$ cat src/rtl/rxm_pkg.sv
package rxm_pkg;
  localparam int unsigned DEF_SLOTS  = 4;
  localparam int unsigned DEF_DATA_W = 8;

  // resolve one control bit: set wins over clear, clear wins over base
  function automatic logic resolve_bit(input logic set_i, input logic clr_i,
                                       input logic base_i);
    if (set_i)      return 1'b1;
    else if (clr_i) return 1'b0;
    else            return base_i;
  endfunction
endpackage

$ cat src/rtl/rxm_slot.sv
module rxm_slot #(
  parameter int unsigned DATA_W = 8
) (
  input  logic              clk,
  input  logic              rst_n,
  input  logic              cand_we,
  input  logic [DATA_W-1:0] cand_wdata,
  input  logic              byte_fire,
  input  logic [DATA_W-1:0] byte_data,
  input  logic              armed,
  output logic              match
);
  logic [DATA_W-1:0] cand_q;

  always_ff @(posedge clk or negedge rst_n) begin
    if (!rst_n)       cand_q <= '0;
    else if (cand_we) cand_q <= cand_wdata;
  end

  assign match = byte_fire && armed && (cand_q == byte_data);

  AST_MATCH_NEEDS_BYTE: assert property (@(posedge clk) disable iff (!rst_n)
    match |-> (byte_fire && armed));
endmodule

$ cat src/rtl/rxm_arm_ctrl.sv
module rxm_arm_ctrl
  import rxm_pkg::*;
#(
  parameter int unsigned N_SLOTS = 4
) (
  input  logic               clk,
  input  logic               rst_n,
  input  logic               arm_we,
  input  logic [N_SLOTS-1:0] arm_wdata,
  input  logic [N_SLOTS-1:0] task_arm,
  input  logic [N_SLOTS-1:0] task_disarm,
  input  logic [N_SLOTS-1:0] once,
  input  logic [N_SLOTS-1:0] chain,
  input  logic [N_SLOTS-1:0] match,
  output logic [N_SLOTS-1:0] arm_q
);
  logic [N_SLOTS-1:0] chain_in;
  logic [N_SLOTS-1:0] set_v, clr_v, base_v, arm_d;

  genvar gi;
  generate
    for (gi = 0; gi < N_SLOTS; gi++) begin : g_bit
      localparam int unsigned PREV = (gi + N_SLOTS - 1) % N_SLOTS;
      localparam int unsigned NEXT = (gi + 1) % N_SLOTS;
      assign chain_in[gi] = match[PREV] && chain[PREV];
      assign set_v[gi]    = task_arm[gi] || chain_in[gi];
      assign clr_v[gi]    = task_disarm[gi] || (match[gi] && once[gi]);
      assign base_v[gi]   = arm_we ? arm_wdata[gi] : arm_q[gi];
      assign arm_d[gi]    = resolve_bit(set_v[gi], clr_v[gi], base_v[gi]);

      AST_ONCE_DROPS: assert property (@(posedge clk) disable iff (!rst_n)
        (match[gi] && once[gi] && !task_arm[gi] && !chain_in[gi]) |=> !arm_q[gi]);
      AST_DISARM_TASK: assert property (@(posedge clk) disable iff (!rst_n)
        (task_disarm[gi] && !task_arm[gi] && !chain_in[gi]) |=> !arm_q[gi]);
      AST_ARM_TASK: assert property (@(posedge clk) disable iff (!rst_n)
        task_arm[gi] |=> arm_q[gi]);
      AST_CHAIN_NEXT: assert property (@(posedge clk) disable iff (!rst_n)
        (match[gi] && chain[gi]) |=> arm_q[NEXT]);
    end
  endgenerate

  always_ff @(posedge clk or negedge rst_n) begin
    if (!rst_n) arm_q <= '0;
    else        arm_q <= arm_d;
  end
endmodule

$ cat src/rtl/rxm_event.sv
module rxm_event #(
  parameter int unsigned N_SLOTS = 4
) (
  input  logic               clk,
  input  logic               rst_n,
  input  logic               blk_en,
  input  logic [N_SLOTS-1:0] match,
  input  logic               evt_we,
  input  logic [N_SLOTS-1:0] evt_wdata,
  input  logic [N_SLOTS-1:0] irq_en,
  output logic [N_SLOTS-1:0] evt_flag,
  output logic [N_SLOTS-1:0] hit,
  output logic               irq
);
  logic [N_SLOTS-1:0] keep_v;

  assign keep_v = evt_we ? (evt_flag & evt_wdata) : evt_flag;

  always_ff @(posedge clk or negedge rst_n) begin
    if (!rst_n) begin
      evt_flag <= '0;
      hit      <= '0;
    end else if (!blk_en) begin
      evt_flag <= '0;
      hit      <= '0;
    end else begin
      evt_flag <= match | keep_v;
      hit      <= match;
    end
  end

  assign irq = |(evt_flag & irq_en);

  AST_FLAG_STICKY: assert property (@(posedge clk) disable iff (!rst_n)
    (blk_en && (match != '0)) |=> ((evt_flag & $past(match)) == $past(match)));
  AST_HELD_OFF: assert property (@(posedge clk) disable iff (!rst_n)
    !blk_en |=> (evt_flag == '0 && hit == '0));
  AST_NO_SPURIOUS_SET: assert property (@(posedge clk) disable iff (!rst_n)
    (match == '0) |=> ((evt_flag & ~$past(evt_flag)) == '0));
endmodule

$ cat src/rtl/rxbyte_match.sv
module rxbyte_match
  import rxm_pkg::*;
#(
  parameter int unsigned N_SLOTS = DEF_SLOTS,
  parameter int unsigned DATA_W  = DEF_DATA_W,
  localparam int unsigned IDX_W  = (N_SLOTS > 1) ? $clog2(N_SLOTS) : 1
) (
  input  logic               clk,
  input  logic               rst_n,
  input  logic               blk_en,
  input  logic               byte_valid,
  output logic               byte_ready,
  input  logic [DATA_W-1:0]  byte_data,
  input  logic               cand_we,
  input  logic [IDX_W-1:0]   cand_idx,
  input  logic [DATA_W-1:0]  cand_wdata,
  input  logic               arm_we,
  input  logic [N_SLOTS-1:0] arm_wdata,
  input  logic               once_we,
  input  logic [N_SLOTS-1:0] once_wdata,
  input  logic               chain_we,
  input  logic [N_SLOTS-1:0] chain_wdata,
  input  logic [N_SLOTS-1:0] task_arm,
  input  logic [N_SLOTS-1:0] task_disarm,
  input  logic               evt_we,
  input  logic [N_SLOTS-1:0] evt_wdata,
  input  logic [N_SLOTS-1:0] irq_en,
  output logic [N_SLOTS-1:0] arm_state,
  output logic [N_SLOTS-1:0] hit,
  output logic [N_SLOTS-1:0] evt_flag,
  output logic               irq
);
  logic               byte_fire;
  logic [N_SLOTS-1:0] match;
  logic [N_SLOTS-1:0] once_q, chain_q, arm_q;

  assign byte_ready = blk_en;
  assign byte_fire  = byte_valid && byte_ready;

  always_ff @(posedge clk or negedge rst_n) begin
    if (!rst_n) begin
      once_q  <= '0;
      chain_q <= '0;
    end else begin
      if (once_we)  once_q  <= once_wdata;
      if (chain_we) chain_q <= chain_wdata;
    end
  end

  genvar gs;
  generate
    for (gs = 0; gs < N_SLOTS; gs++) begin : g_slot
      rxm_slot #(.DATA_W(DATA_W)) u_slot (
        .clk        (clk),
        .rst_n      (rst_n),
        .cand_we    (cand_we && (cand_idx == IDX_W'(gs))),
        .cand_wdata (cand_wdata),
        .byte_fire  (byte_fire),
        .byte_data  (byte_data),
        .armed      (arm_q[gs]),
        .match      (match[gs])
      );
    end
  endgenerate

  rxm_arm_ctrl #(.N_SLOTS(N_SLOTS)) u_arm (
    .clk         (clk),
    .rst_n       (rst_n),
    .arm_we      (arm_we),
    .arm_wdata   (arm_wdata),
    .task_arm    (task_arm),
    .task_disarm (task_disarm),
    .once        (once_q),
    .chain       (chain_q),
    .match       (match),
    .arm_q       (arm_q)
  );

  rxm_event #(.N_SLOTS(N_SLOTS)) u_evt (
    .clk       (clk),
    .rst_n     (rst_n),
    .blk_en    (blk_en),
    .match     (match),
    .evt_we    (evt_we),
    .evt_wdata (evt_wdata),
    .irq_en    (irq_en),
    .evt_flag  (evt_flag),
    .hit       (hit),
    .irq       (irq)
  );

  assign arm_state = arm_q;

  AST_HIT_ON_HANDSHAKE: assert property (@(posedge clk) disable iff (!rst_n)
    (hit != '0) |-> $past(byte_valid && byte_ready));
  AST_HIT_WAS_ARMED: assert property (@(posedge clk) disable iff (!rst_n)
    (hit != '0) |-> ((hit & ~$past(arm_q)) == '0));
endmodule

$ cat config.mk
export PLATFORM = sky130hd
export DESIGN_NAME = rxbyte_match
export DESIGN_NICKNAME = d
export VERILOG_FILES = /design/src/rtl/rxm_pkg.sv /design/src/rtl/rxm_slot.sv /design/src/rtl/rxm_arm_ctrl.sv /design/src/rtl/rxm_event.sv /design/src/rtl/rxbyte_match.sv
export SDC_FILE = /design/constraint.sdc
export NUM_CORES = 1
export LEC_CHECK = 0
export BUFFER_PORTS_ARGS = -buffer_cell sky130_fd_sc_hd__buf_4
export CAP_MARGIN = 5
export CORE_MARGIN = 5
export CORE_UTILIZATION = 47
export CTS_CLUSTER_SIZE = 40
export DETAILED_ROUTE_END_ITERATION = 6
export HOLD_SLACK_MARGIN = 0.08
export PLACE_DENSITY = 0.77
export SLEW_MARGIN = 40
export SYNTH_ARGS = -nofsm -noshare
export SYNTH_HDL_FRONTEND = slang
export SYNTH_SLANG_ARGS = --single-unit
$ cat constraint.sdc
create_clock -name clk -period 1.4 [get_ports clk]
set_input_delay 0.21 -clock clk [delete_from_list [all_inputs] [get_ports clk]]
set_output_delay 0.21 -clock clk [all_outputs]
set_load 0.005 [all_outputs]
======== Yosys cells after proc, flatten, opt, wreduce, memory -nomap -nowiden ========
Index checks and enable logic that the tools add are counted.
Widths: inputs -> output; s select.
operators by class
  reductions and logical operators ........ 35
  bitwise operators ....................... 3
  eq/ne operators ......................... 7
  mux-type cells .......................... 15
operator list
  kind                count
  $eq 8x8->1          4
  $logic_and 1x1->1   21
  $mux 1              12
  $mux 4              3
  $reduce_bool 3->1   4
  $and 4x4->4         2
  $logic_or 1x1->1    8
  $eq 2x2->1 const B  2
  $or 4x4->4          1
  $reduce_or 4->1     1
  $eq 2x1->1 const B  1
  $logic_not 2->1     1
word-level totals
  output and inout bits ................... 14
  word-level logic and storage cells ...... 72
  flip-flop bits (word level) ............. 52

======== Depth between registers and ports, before layout ========
Gate-level depths: netlist of the first run.
  depth in word-level cells ............... 7
  mapped depth ............................ 4
  gate-level depth less buffers ........... 4

======== Hierarchy ========
A second synthesis of the first run with hierarchy kept.
second synthesis, totals
  cell total of the unflattened synthesis .. 181
  area, all modules ....................... 2,566.2 um^2
modules (own cells, without submodules)
  module        area an instance (um^2)  cells each  seq. area each (um^2)  instances
  rxm_slot      427.9                    29          200.2                  4
  rxbyte_match  335.3                    22          200.2                  1
  rxm_event     314.1                    27          200.2                  1
  rxm_arm_ctrl  205.2                    16          100.1                  1

======== Worst setup path before layout of the first run ========
No wires, ideal clock.
  kind .................................... register to register
  start ................................... register g_slot[2].u_slot.cand_q[6]
  end ..................................... register u_arm.arm_q[2]
  setup slack ............................. 0.020 ns
  path buffers ............................ 0
  required time ........................... 1.274 ns
  cell stages (with the launch flop) ...... 5
  arrival ................................. 1.254 ns
  period minus slack after synthesis ...... 1.380 ns
  cells stage by stage .................... dfrtp_1 > xor2_1 > nor4_1 > nand4_1 > a221o_1
between the ends
  longest elaborated chain between the ends .. 6
  elaborated cells on any way between the ends .. 7
RTL lines
  element                 line                source
  start, declared         rxm_slot.sv:13      logic [DATA_W-1:0] cand_q;
  start signal, assigned  rxm_slot.sv:17      else if (cand_we) cand_q <= cand_wdata;
  $eq 8x8->1 *            rxm_slot.sv:20      assign match = byte_fire && armed && (cand_q == byte_data);
  $logic_and 1x1->1 *     rxm_slot.sv:20
  $logic_and 1x1->1 *     rxm_arm_ctrl.sv:27  assign clr_v[gi] = task_disarm[gi] || (match[gi] && once[gi]);
  $logic_or 1x1->1 *      rxm_arm_ctrl.sv:27
  $mux 1                  rxm_pkg.sv:9        else if (clr_i) return 1'b0;
  $mux 1                  rxm_pkg.sv:8        if (set_i) return 1'b1;
  end signal, assigned    rxm_arm_ctrl.sv:44  else arm_q <= arm_d;
  end, declared           rxm_arm_ctrl.sv:15  output logic [N_SLOTS-1:0] arm_q
Every way passes the cells marked *; elsewhere a longest branch is shown, timed or not.
A chain may end at the register's enable or synchronous reset.

======== Final worst setup path of the first run ========
Ends and elaborated chain as after synthesis.

==> results of run 1 <==
cell usage after synthesis:
library cell	n	area [sq um]
buf_4	5	37.5
xnor2_1	4	35.0
a22oi_1	2	15.0
inv_1	4	15.0
nor4_1	4	25.0
nand3b_1	2	15.0
mux2i_1	4	40.0
nand3_1	1	5.00
and2_1	1	6.26
nor3b_2	1	12.5
mux2_2	40	450
dfrtp_1	52	1300
and3_1	3	18.8
a21boi_0	4	30.0
o21a_1	4	30.0
nand2_1	1	3.75
a221o_1	4	40.0
nand4_1	4	25.0
xor2_1	28	245
and3_4	5	56.3
nor3_1	4	20.0
nor2_1	4	15.0
clkbuf_1	1	3.75
final cells by class:
type | count | area (sq um)
Fill cell | 445 | 1820
Sequential cell | 52 | 1300
Multi-Input combinational cell | 120 | 1130
Timing Repair Buffer | 84 | 637
Clock buffer | 8 | 90.1
Tap cell | 70 | 87.6
Inverter | 4 | 15.0
cell usage in the layout (no fill, tap or decap), types with 2 or more instances in the layout:
| cell type | Yosys | routed |
|---|---|---|
| buf_4 | 5 | 82 |
| dfrtp_1 | 52 | 52 |
| mux2_2 | 40 | 40 |
| xor2_1 | 28 | 27 |
| clkbuf_8 | 0 | 6 |
| and3_4 | 5 | 5 |
| xnor2_1 | 4 | 4 |
| inv_1 | 4 | 4 |
| a21boi_0 | 4 | 4 |
| o21a_1 | 4 | 4 |
| mux2i_1 | 4 | 4 |
| nor2_1 | 4 | 4 |
| nand4_1 | 4 | 4 |
| a221o_1 | 4 | 4 |
| and3_1 | 3 | 3 |
| nor3_1 | 4 | 3 |
| nor4_2 | 0 | 2 |
| a22oi_1 | 2 | 2 |
| nand3b_1 | 2 | 2 |
| clkbuf_1 | 1 | 2 |
power by group:
group | switching [mW] | leakage [nW] | total [mW] | internal (mW)
clock network | 0.448 | 0.0455 | 0.851 | 0.404
logic | 0.310 | 0.855 | 0.758 | 0.448
registers | 0.135 | 0.628 | 1.84 | 1.71
layer usage:
layer | up-vias | global-route usage | part of all wire
met1 | 830 | 0.222 | 0.43
met3 | 8 | 0.0575 | 0.11
li1 | 816 | - | -
met4 | 0 | 0.0449 | 0.011
met5 | - | 0 | 0
met2 | 66 | 0.275 | 0.45
per-stage QoR:
stage | hold WS [ps] | utilization | std cells
after global routing | 99.5 | 0.642 | 338
after detailed placement | 282 | 0.611 | 327
after floorplan | -85.6 | - | 182
after global placement | 279 | 0.611 | 327
after CTS | 97.6 | 0.635 | 337
final | 103 | 0.642 | 338
state kept, by name, summed over array words and instances, names as in the netlist:
register	cells
once_q	4
u_evt.hit	4
g_slot.u_slot.cand_q	32
u_evt.evt_flag	4
u_arm.arm_q	4
chain_q	4
cells by family (layout without fill, tap and decap cells):
logic type / count (synthesis) / after routing / share of synthesized area
AO/OA/AOI/OAI: 14 / 14 / 0.0471
AND/OR/NAND/NOR: 30 / 30 / 0.0829
multiplexers: 44 / 44 / 0.201
buffers and inverters: 10 / 96 / 0.0230
XOR/XNOR: 32 / 32 / 0.115
flip-flops: 52 / 52 / 0.532
repair_timing:
action / in CTS / in global routing
endpoints found under the hold margin: 52 / 0
pin swaps: 8 / 11
hold buffers: 1 / 0
buffers inserted: 1 / 1
resized for setup: 2 / 5
endpoints found under the setup margin: 7 / 9
path summary, 6_finish.rpt:
kind / start / end / depth (start not counted)
setup reg to reg: g_slot[2].u_slot.cand_q[6] / u_arm.arm_q[2] / 5
setup / recovery: g_slot[2].u_slot.cand_q[6] / u_arm.arm_q[2] / 5
min in group asynchronous: rst_n / chain_q[2] / 2
hold reg to reg: chain_q[0] / u_arm.arm_q[1] / 1
max in group asynchronous: rst_n / g_slot[0].u_slot.cand_q[3] / 2
hold / removal: task_arm[1] / u_arm.arm_q[1] / 2
==> impl_results.md, run 1 <==
* Placement Cell Area at 3100 sq um
* Global-route wire length before repair at 8550 um
* Crit path cell chain: xor2_1 > nor4_1 > buf_4 > nand4_1 > a221o_1
* Synthesized area at 2450 sq um
* Clk root buf: clkbuf_8
* ANT nets after route at 0
* Yosys reg bits at 52
* Final Cycle Share at 1.06
* Slew headroom at 0.571
* Die area at 6750 sq um
* Reg2reg setup slack at -80 ps
* Crit Path Max Fanout at 2
* Worst setup SP type: flip-flop
* TritonCTS buffer count at 5
* Die Ht at 82.1 um
* I/O Buffers at 68
* Static power due to leakage at 1.53 nW
* CTS tree: yes
* Final Slew Violations at 0
* Fmax at 676 MHz
* Violated checks: negative setup slack
* Kind of critical path: reg -> reg
* Peak VDD IR at 0.642 mV
* Place WS at -221 ps
* Cell count after synthesis at 182
* Synth cell types at 23
* Syn avg cell area at 13.4 sq um
* Power Density at 1060 nW/um^2
* Hold Fails Final Rpt at 0
* Iteration-0 DRC Markers at 42
* Die width at 82.1 um
* Core Box Area at 5070 sq um
* Vias in the first global route at 1770
* Layout cells sized above 1 at 0.522
* Largest net degree at the start of global routing at 53
* Vias per std cell at 5.09
* Max_cap viols at 0
* Initial antenna violation count at 0
* Tot Pwr at 3.45 mW
* Drt wl/cell at 15.6 um
* Fin worst setup slack at -78.3 ps
* Hold/Removal Path Class: in -> reg
* Ant. Diodes at 0
* Syn-to-layout area delta at 33.2%
* Worst skew pair latency at 300 ps
* Tot GR Track Use at 0.171
* CTS clock-pin slew for the worst setup and hold paths at 80 ps
* Post-route cell area at 3260 sq um
* Worst-margin pin slew at 643 ps
* Deepest clock path buffer count at 2
* Slowest cell delay on critical path at 390 ps
* Crit end category: flip-flop
* # IOs at 69
* Final setup vio count at 4
* Minimum clock period at 1480 ps
* RSZ-0062 raised after global routing: true
* Syn Nets at 237
* Initial core utilization at 0.482
* Fin nets at 322
* Rows at 26
* Register area share after synthesis at 0.532
* DRC violations left at 0
* CP Buf/Inv Count at 1
* Critical path's top delay family: flip-flops
* RD Place Congestion at 0.746
* Clock sinks at 52
* Routed WL at 5280 um
* Critical Path RT at 1590 ps
* Outcome: finished, violations left
* Setup_tns at -223 ps
* Dpl hpwl at 4210 um
* Final Skew at 4.09 ps
* Slowest CP cell: dfrtp_1
* Yosys warns at 0
* DR pass1 iterations at 4
* Remaining Overflow, GRT at 0
* H-tree levels at 2
* Worst Path Arrival at 1670 ps
* Via Count at 1720
(Power assumes the default switching activity.)
==> run 2, diff against run 1 <==
--- a/config.mk
+++ b/config.mk
@@ -7,12 +7,13 @@
 export LEC_CHECK = 0
 export BUFFER_PORTS_ARGS = -buffer_cell sky130_fd_sc_hd__buf_4
 export CAP_MARGIN = 5
-export CORE_MARGIN = 5
 export CORE_UTILIZATION = 47
 export CTS_CLUSTER_SIZE = 40
 export DETAILED_ROUTE_END_ITERATION = 6
 export HOLD_SLACK_MARGIN = 0.08
 export PLACE_DENSITY = 0.77
+export SETUP_SLACK_MARGIN = 0.05
+export SKIP_LAST_GASP = 1
 export SLEW_MARGIN = 40
 export SYNTH_ARGS = -nofsm -noshare
 export SYNTH_HDL_FRONTEND = slang
==> impl_results.md, run 2 (same netlist as run 1, synthesis figures left out) <==
* Syn-to-layout area delta at 33.1% (about the same)
* Largest register by flop count: g_slot.u_slot.cand_q
* DRC violations left at 0 (unchanged)
* Clk root buf: clkbuf_8
* Worst Path Arrival at 1700 ps (+30 ps)
* Most frequent cells in the layout: buf_4, dfrtp_1, mux2_2
* Fmax at 666 MHz (-1.6%)
* CTS tree: yes
* Clock power share at 0.279 (+0.032)
* Final Cycle Share at 1.07 (+0.0167)
* Initial antenna violation count at 0 (unchanged)
* Combinational Power Share at 0.206 (-0.014)
* Fin nets at 321 (-0.31%)
* Tot Pwr at 3.59 mW (+3.9%)
* Vias per std cell at 5.07 (-0.27%)
* # IOs at 69 (unchanged)
* RSZ-0062 raised after global routing: true
* FF+latch area at 1300 sq um (unchanged)
* Finished Layout Cells at 334 (-1.2%)
* Worst setup SP type: flip-flop
* Routed WL at 5150 um (-2.3%)
* Pint at 2.68 mW (+4.5%)
* Fin util at 0.667 (+0.0252)
* Worst-margin pin slew at 656 ps (+12.6 ps)
* Critical Path RT at 1600 ps (about the same)
* Placement Cell Area at 3100 sq um (-0.12%)
* Filler cells at 401 (-9.9%)
* Peak VDD IR at 0.615 mV (-4.2%)
* Iteration-0 DRC Markers at 67 (+60%)
* Sw frac at 0.254 (-0.00422)
* DR pass1 iterations at 4 (unchanged)
* Hold Fails Final Rpt at 0 (unchanged)
* Hold/Removal Path Class: in -> reg
* Ant. Diodes at 0 (unchanged)
* CTS clock-pin slew for the worst setup and hold paths at 90 ps (about the same)
* RD Place Congestion at 0.745 (-0.19%)
* ANT nets after route at 0 (unchanged)
* Drt wl/cell at 15.4 um (-1.2%)
* Die area at 5500 sq um (-19%)
* H-tree levels at 2 (unchanged)
* Dpl hpwl at 3960 um (-6.0%)
* Vias in the first global route at 1723 (-2.7%)
* Worst skew pair latency at 300 ps (about the same)
* Crit Path Max Fanout at 2 (unchanged)
* Setup_tns at -275 ps (-51.5 ps)
* Minimum clock period at 1500 ps (+23.4 ps)
* Sequential share of power at 0.515 (-0.019)
* Static power due to leakage at 1.53 nW (+0.10%)
* Via Count at 1695 (-1.5%)
* Outcome: finished, violations left
* Max FFs per register at 32 (unchanged)
* Rows at 25 (-3.8%)
* Placed cells at 324 (-0.92%)
* Psw at 0.913 mW (+2.2%)
* Most common cell after layout, fill and taps aside: buf_4
* Kind of critical path: reg -> reg
* Final setup vio count at 4 (unchanged)
* I/O Buffers at 68 (unchanged)
* Initial core utilization at 0.501 (+0.0193)
* Layout cells sized above 1 at 0.528 (+0.00570)
* Violated checks: negative setup slack
* Post-route cell area at 3260 sq um (about the same)
* Multi-input gate area at 1120 sq um (-0.44%)
* Clock sinks at 52 (unchanged)
* Max_cap viols at 0 (unchanged)
* Power Density at 1100 nW/um^2 (+4.0%)
* Final hold slack at 96.9 ps (-5.99 ps)
* Die width at 74.1 um (-9.7%)
* Core Box Area at 4880 sq um (-3.8%)
* Die Ht at 74.1 um (-9.7%)
* Deepest clock path buffer count at 2 (unchanged)
* Tot GR Track Use at 0.210 (+0.0390)
* Slew headroom at 0.563 (-0.00839)
* Final Slew Violations at 0 (unchanged)
* Final Skew at 4.56 ps (+0.474 ps)
* Remaining Overflow, GRT at 0 (unchanged)
* Largest net degree at the start of global routing at 53 (unchanged)
* Place WS at -166 ps (+54.9 ps)
* TritonCTS buffer count at 5 (unchanged)
* Global-route wire length before repair at 8330 um (-2.6%)
* Crit end category: flip-flop
* Fin worst setup slack at -102 ps (-23.4 ps)
[run 2: metal layers]
layer	wire, um	global-route usage
met2	2470	0.346
met3	372	0.0501
met4	59	0.0641
met1	2250	0.275
met5	0	0
[run 2: power groups by stage]
stage | logic, mW | clock network (mW) | registers [mW]
floorplan | 0.409 | 0 | 1.84
global placement | 0.696 | 0 | 1.87
detailed placement | 0.711 | 0 | 1.88
CTS | 0.741 | 1.03 | 1.85
global route | 0.814 | 1.09 | 1.88
finish | 0.739 | 1.00 | 1.85
[run 2: final cells by class]
cell class	count	area share
clock buffers	6	0.0223
clock inverters	2	0.0108
inverters	4	0.00461
multi-input cells	120	0.345
flip-flops and latches	52	0.400
well taps	67	0.0257
repair buffers	83	0.192
[run 2: final timing paths]
| path | to | depth (start not counted) | start | slack, ps |
|---|---|---|---|---|
| min in group asynchronous | once_q[0] | 2 | rst_n | 480 |
| worst max register to register | u_arm.arm_q[0] | 5 | g_slot[0].u_slot.cand_q[6] | -100 |
| worst min register to register | u_arm.arm_q[0] | 1 | chain_q[3] | 510 |
| worst min-delay path | u_arm.arm_q[0] | 2 | task_arm[0] | 100 |
| worst max-delay path | u_arm.arm_q[0] | 5 | g_slot[0].u_slot.cand_q[6] | -100 |
| max in group asynchronous | g_slot[0].u_slot.cand_q[0] | 2 | rst_n | 470 |
[run 2: worst max-delay path: stages (launching register included)]
cell	delay [ps]
dfrtp_1	390
xor2_1	150
nor4_2	300
buf_4	170
nand4_1	80
a221o_1	300
[run 2: timing repair]
item                                    4_1_cts  5_1_grt
pin swaps                                     7        5
setup buffers                                 0        1
endpoints found under the setup margin        8        9
resized for setup                             4        2
hold endpoints to repair                     52        0
hold buffers                                  1        0
==> run 3, diff against run 2 <==
--- a/config.mk
+++ b/config.mk
@@ -18,3 +18,4 @@
 export SYNTH_ARGS = -nofsm -noshare
 export SYNTH_HDL_FRONTEND = slang
 export SYNTH_SLANG_ARGS = --single-unit
+export TNS_END_PERCENT = 10
==> impl_results.md, run 3 (same netlist as run 1, synthesis figures left out) <==
* Rows at 25 (unchanged)
* Largest net degree at the start of global routing at 53 (unchanged)
* Fin util at 0.664 (-0.00359)
* Power Density at 1080 nW/um^2 (-2.3%)
* Die area at 5500 sq um (unchanged)
* Violated checks: negative setup slack
* Most frequent cells in the layout: buf_4, dfrtp_1, mux2_2
* Tot Pwr at 3.49 mW (-2.8%)
* Final Cycle Share at 1.12 (+0.0519)
* Drt wl/cell at 15.7 um (+1.8%)
* Hold Fails Final Rpt at 0 (unchanged)
* CTS tree: yes
* Peak VDD IR at 0.572 mV (-7.0%)
* Placed cells at 325 (+0.31%)
* RSZ-0062 raised after global routing: true
* Clk root buf: clkbuf_8
* TritonCTS buffer count at 5 (unchanged)
* # Post-CTS Setup Buffers at 0 (unchanged)
* Sequential share of power at 0.529 (+0.014)
* Worst skew pair latency at 300 ps (about the same)
* Syn-to-layout area delta at 32.4%
* Fin nets at 321 (unchanged)
* Final setup vio count at 6 (+2)
* Remaining Overflow, GRT at 0 (unchanged)
* Crit Path Max Fanout at 2 (unchanged)
* Most common cell after layout, fill and taps aside: buf_4
* Max FFs per register at 32 (unchanged)
* Initial antenna violation count at 0 (unchanged)
* Worst-margin pin slew at 660 ps (+4.52 ps)
* Filler cells at 403 (+0.50%)
* Clock power share at 0.258 (-0.021)
* Vias per std cell at 5.08 (+0.18%)
* Deepest clock path buffer count at 2 (unchanged)
* Dpl hpwl at 3960 um (about the same)
* Via Count at 1693 (-0.12%)
* Largest register by flop count: g_slot.u_slot.cand_q
* Finished Layout Cells at 333 (-0.30%)
* Slowest cell delay on critical path at 410 ps (+20 ps)
* Layout cells sized above 1 at 0.519 (-0.00929)
* FF+latch area at 1300 sq um (unchanged)
* Core Box Area at 4880 sq um (unchanged)
* Multi-input gate area at 1120 sq um (-0.56%)
* Minimum clock period at 1570 ps (+72.7 ps)
* Tot GR Track Use at 0.203 (-0.00672)
* ANT nets after route at 0 (unchanged)
* Final Slew Violations at 0 (unchanged)
* Vias in the first global route at 1692 (-1.8%)
* Combinational Power Share at 0.213 (+0.007)
* Worst setup SP type: flip-flop
* CTS clock-pin slew for the worst setup and hold paths at 90 ps (about the same)
* Slowest CP cell: dfrtp_1
* RD Place Congestion at 0.739 (-0.77%)
* Pint at 2.58 mW (-3.4%)
* Die width at 74.1 um (unchanged)
* Fmax at 635 MHz (-4.6%)
* Clock sinks at 52 (unchanged)
* Setup_tns at -587 ps (-312 ps)
* Routed WL at 5230 um (+1.5%)
* Final Skew at 5.66 ps (+1.10 ps)
* DRC violations left at 0 (unchanged)
* DR pass1 iterations at 4 (unchanged)
* Critical Path RT at 1590 ps (about the same)
* Hold/Removal Path Class: in -> reg
* Kind of critical path: reg -> reg
* Place WS at -235 ps (-69.2 ps)
* Worst Path Arrival at 1770 ps (+70 ps)
* H-tree levels at 2 (unchanged)
* Crit path cell chain: xor2_2 > nor4_4 > buf_4 > nand4_1 > a221o_1
* Fin worst setup slack at -174 ps (-72.7 ps)
* Global-route wire length before repair at 8050 um (-3.3%)
* # IOs at 69 (unchanged)
* Static power due to leakage at 1.53 nW (-0.28%)
* Slew headroom at 0.560 (-0.00301)
* Die Ht at 74.1 um (unchanged)
* Sw frac at 0.259 (+0.00443)
* Initial core utilization at 0.501 (unchanged)
* I/O Buffers at 68 (unchanged)
* Psw at 0.903 mW (-1.1%)
* Max_cap viols at 0 (unchanged)
* Outcome: finished, violations left
* Iteration-0 DRC Markers at 87 (+30%)
* Ant. Diodes at 0 (unchanged)
* Crit end category: flip-flop
-- run 3: power groups by stage --
stage / combinational (mW) / sequential [mW] / clock, mW
after floorplan: 0.410 / 1.84 / 0
final: 0.743 / 1.84 / 0.899
after CTS: 0.734 / 1.85 / 0.928
after global placement: 0.696 / 1.86 / 0
after detailed placement: 0.715 / 1.87 / 0
after global routing: 0.816 / 1.87 / 0.983
-- run 3: repair_timing --
| item | 4_1_cts | 5_1_grt |
|---|---|---|
| setup endpoints to repair | 10 | 12 |
| pin swaps | 2 | 2 |
| gates resized for setup | 2 | 2 |
| hold buffers | 1 | 0 |
| hold endpoints to repair | 52 | 0 |
-- run 3: worst paths after layout --
check | start | to | slack (ps) | depth (start not counted)
min | task_arm[1] | u_arm.arm_q[1] | 100 | 2
min in group asynchronous | rst_n | chain_q[0] | 490 | 2
max | g_slot[3].u_slot.cand_q[3] | u_arm.arm_q[3] | -170 | 5
min reg2reg | chain_q[3] | u_arm.arm_q[0] | 510 | 1
max reg2reg | g_slot[3].u_slot.cand_q[3] | u_arm.arm_q[3] | -170 | 5
max in group asynchronous | rst_n | g_slot[2].u_slot.cand_q[6] | 480 | 2
-- run 3: area by class of cell --
| cell class | count | share of cell area |
|---|---|---|
| Clock buffer | 7 | 0.0297 |
| Multi-Input combinational cell | 120 | 0.345 |
| Timing Repair Buffer | 83 | 0.193 |
| Tap cell | 67 | 0.0259 |
| Inverter | 4 | 0.00463 |
| Sequential cell | 52 | 0.402 |
-- run 3: worst max-delay path, delay by kind of cell, from the launching register on --
| kind | cells | cell delay, ps |
|---|---|---|
| buffers and inverters | 1 | 160 |
| AOI/OAI and AO/OA | 1 | 330 |
| xor gates and xnor gates | 1 | 180 |
| DFF | 1 | 410 |
| and+or+nand+nor | 2 | 390 |
-- run 3: per-stage QoR --
stage / instance area, sq um / hold slack (ps)
global route: 3240 / 82.9
global placement: 3100 / 282
finish: 3240 / 98.5
floorplan: 2450 / -85.6
CTS: 3220 / 90.5
detailed placement: 3100 / 280
-- run 3: layer usage --
metal,routed length [um],up-vias,track usage,share of wire
li1,-,812,-,-
met1,2380,815,0.266,0.46
met2,2440,60,0.335,0.47
met3,353,6,0.0515,0.067
met4,58,0,0.0577,0.011
met5,0,-,0,0
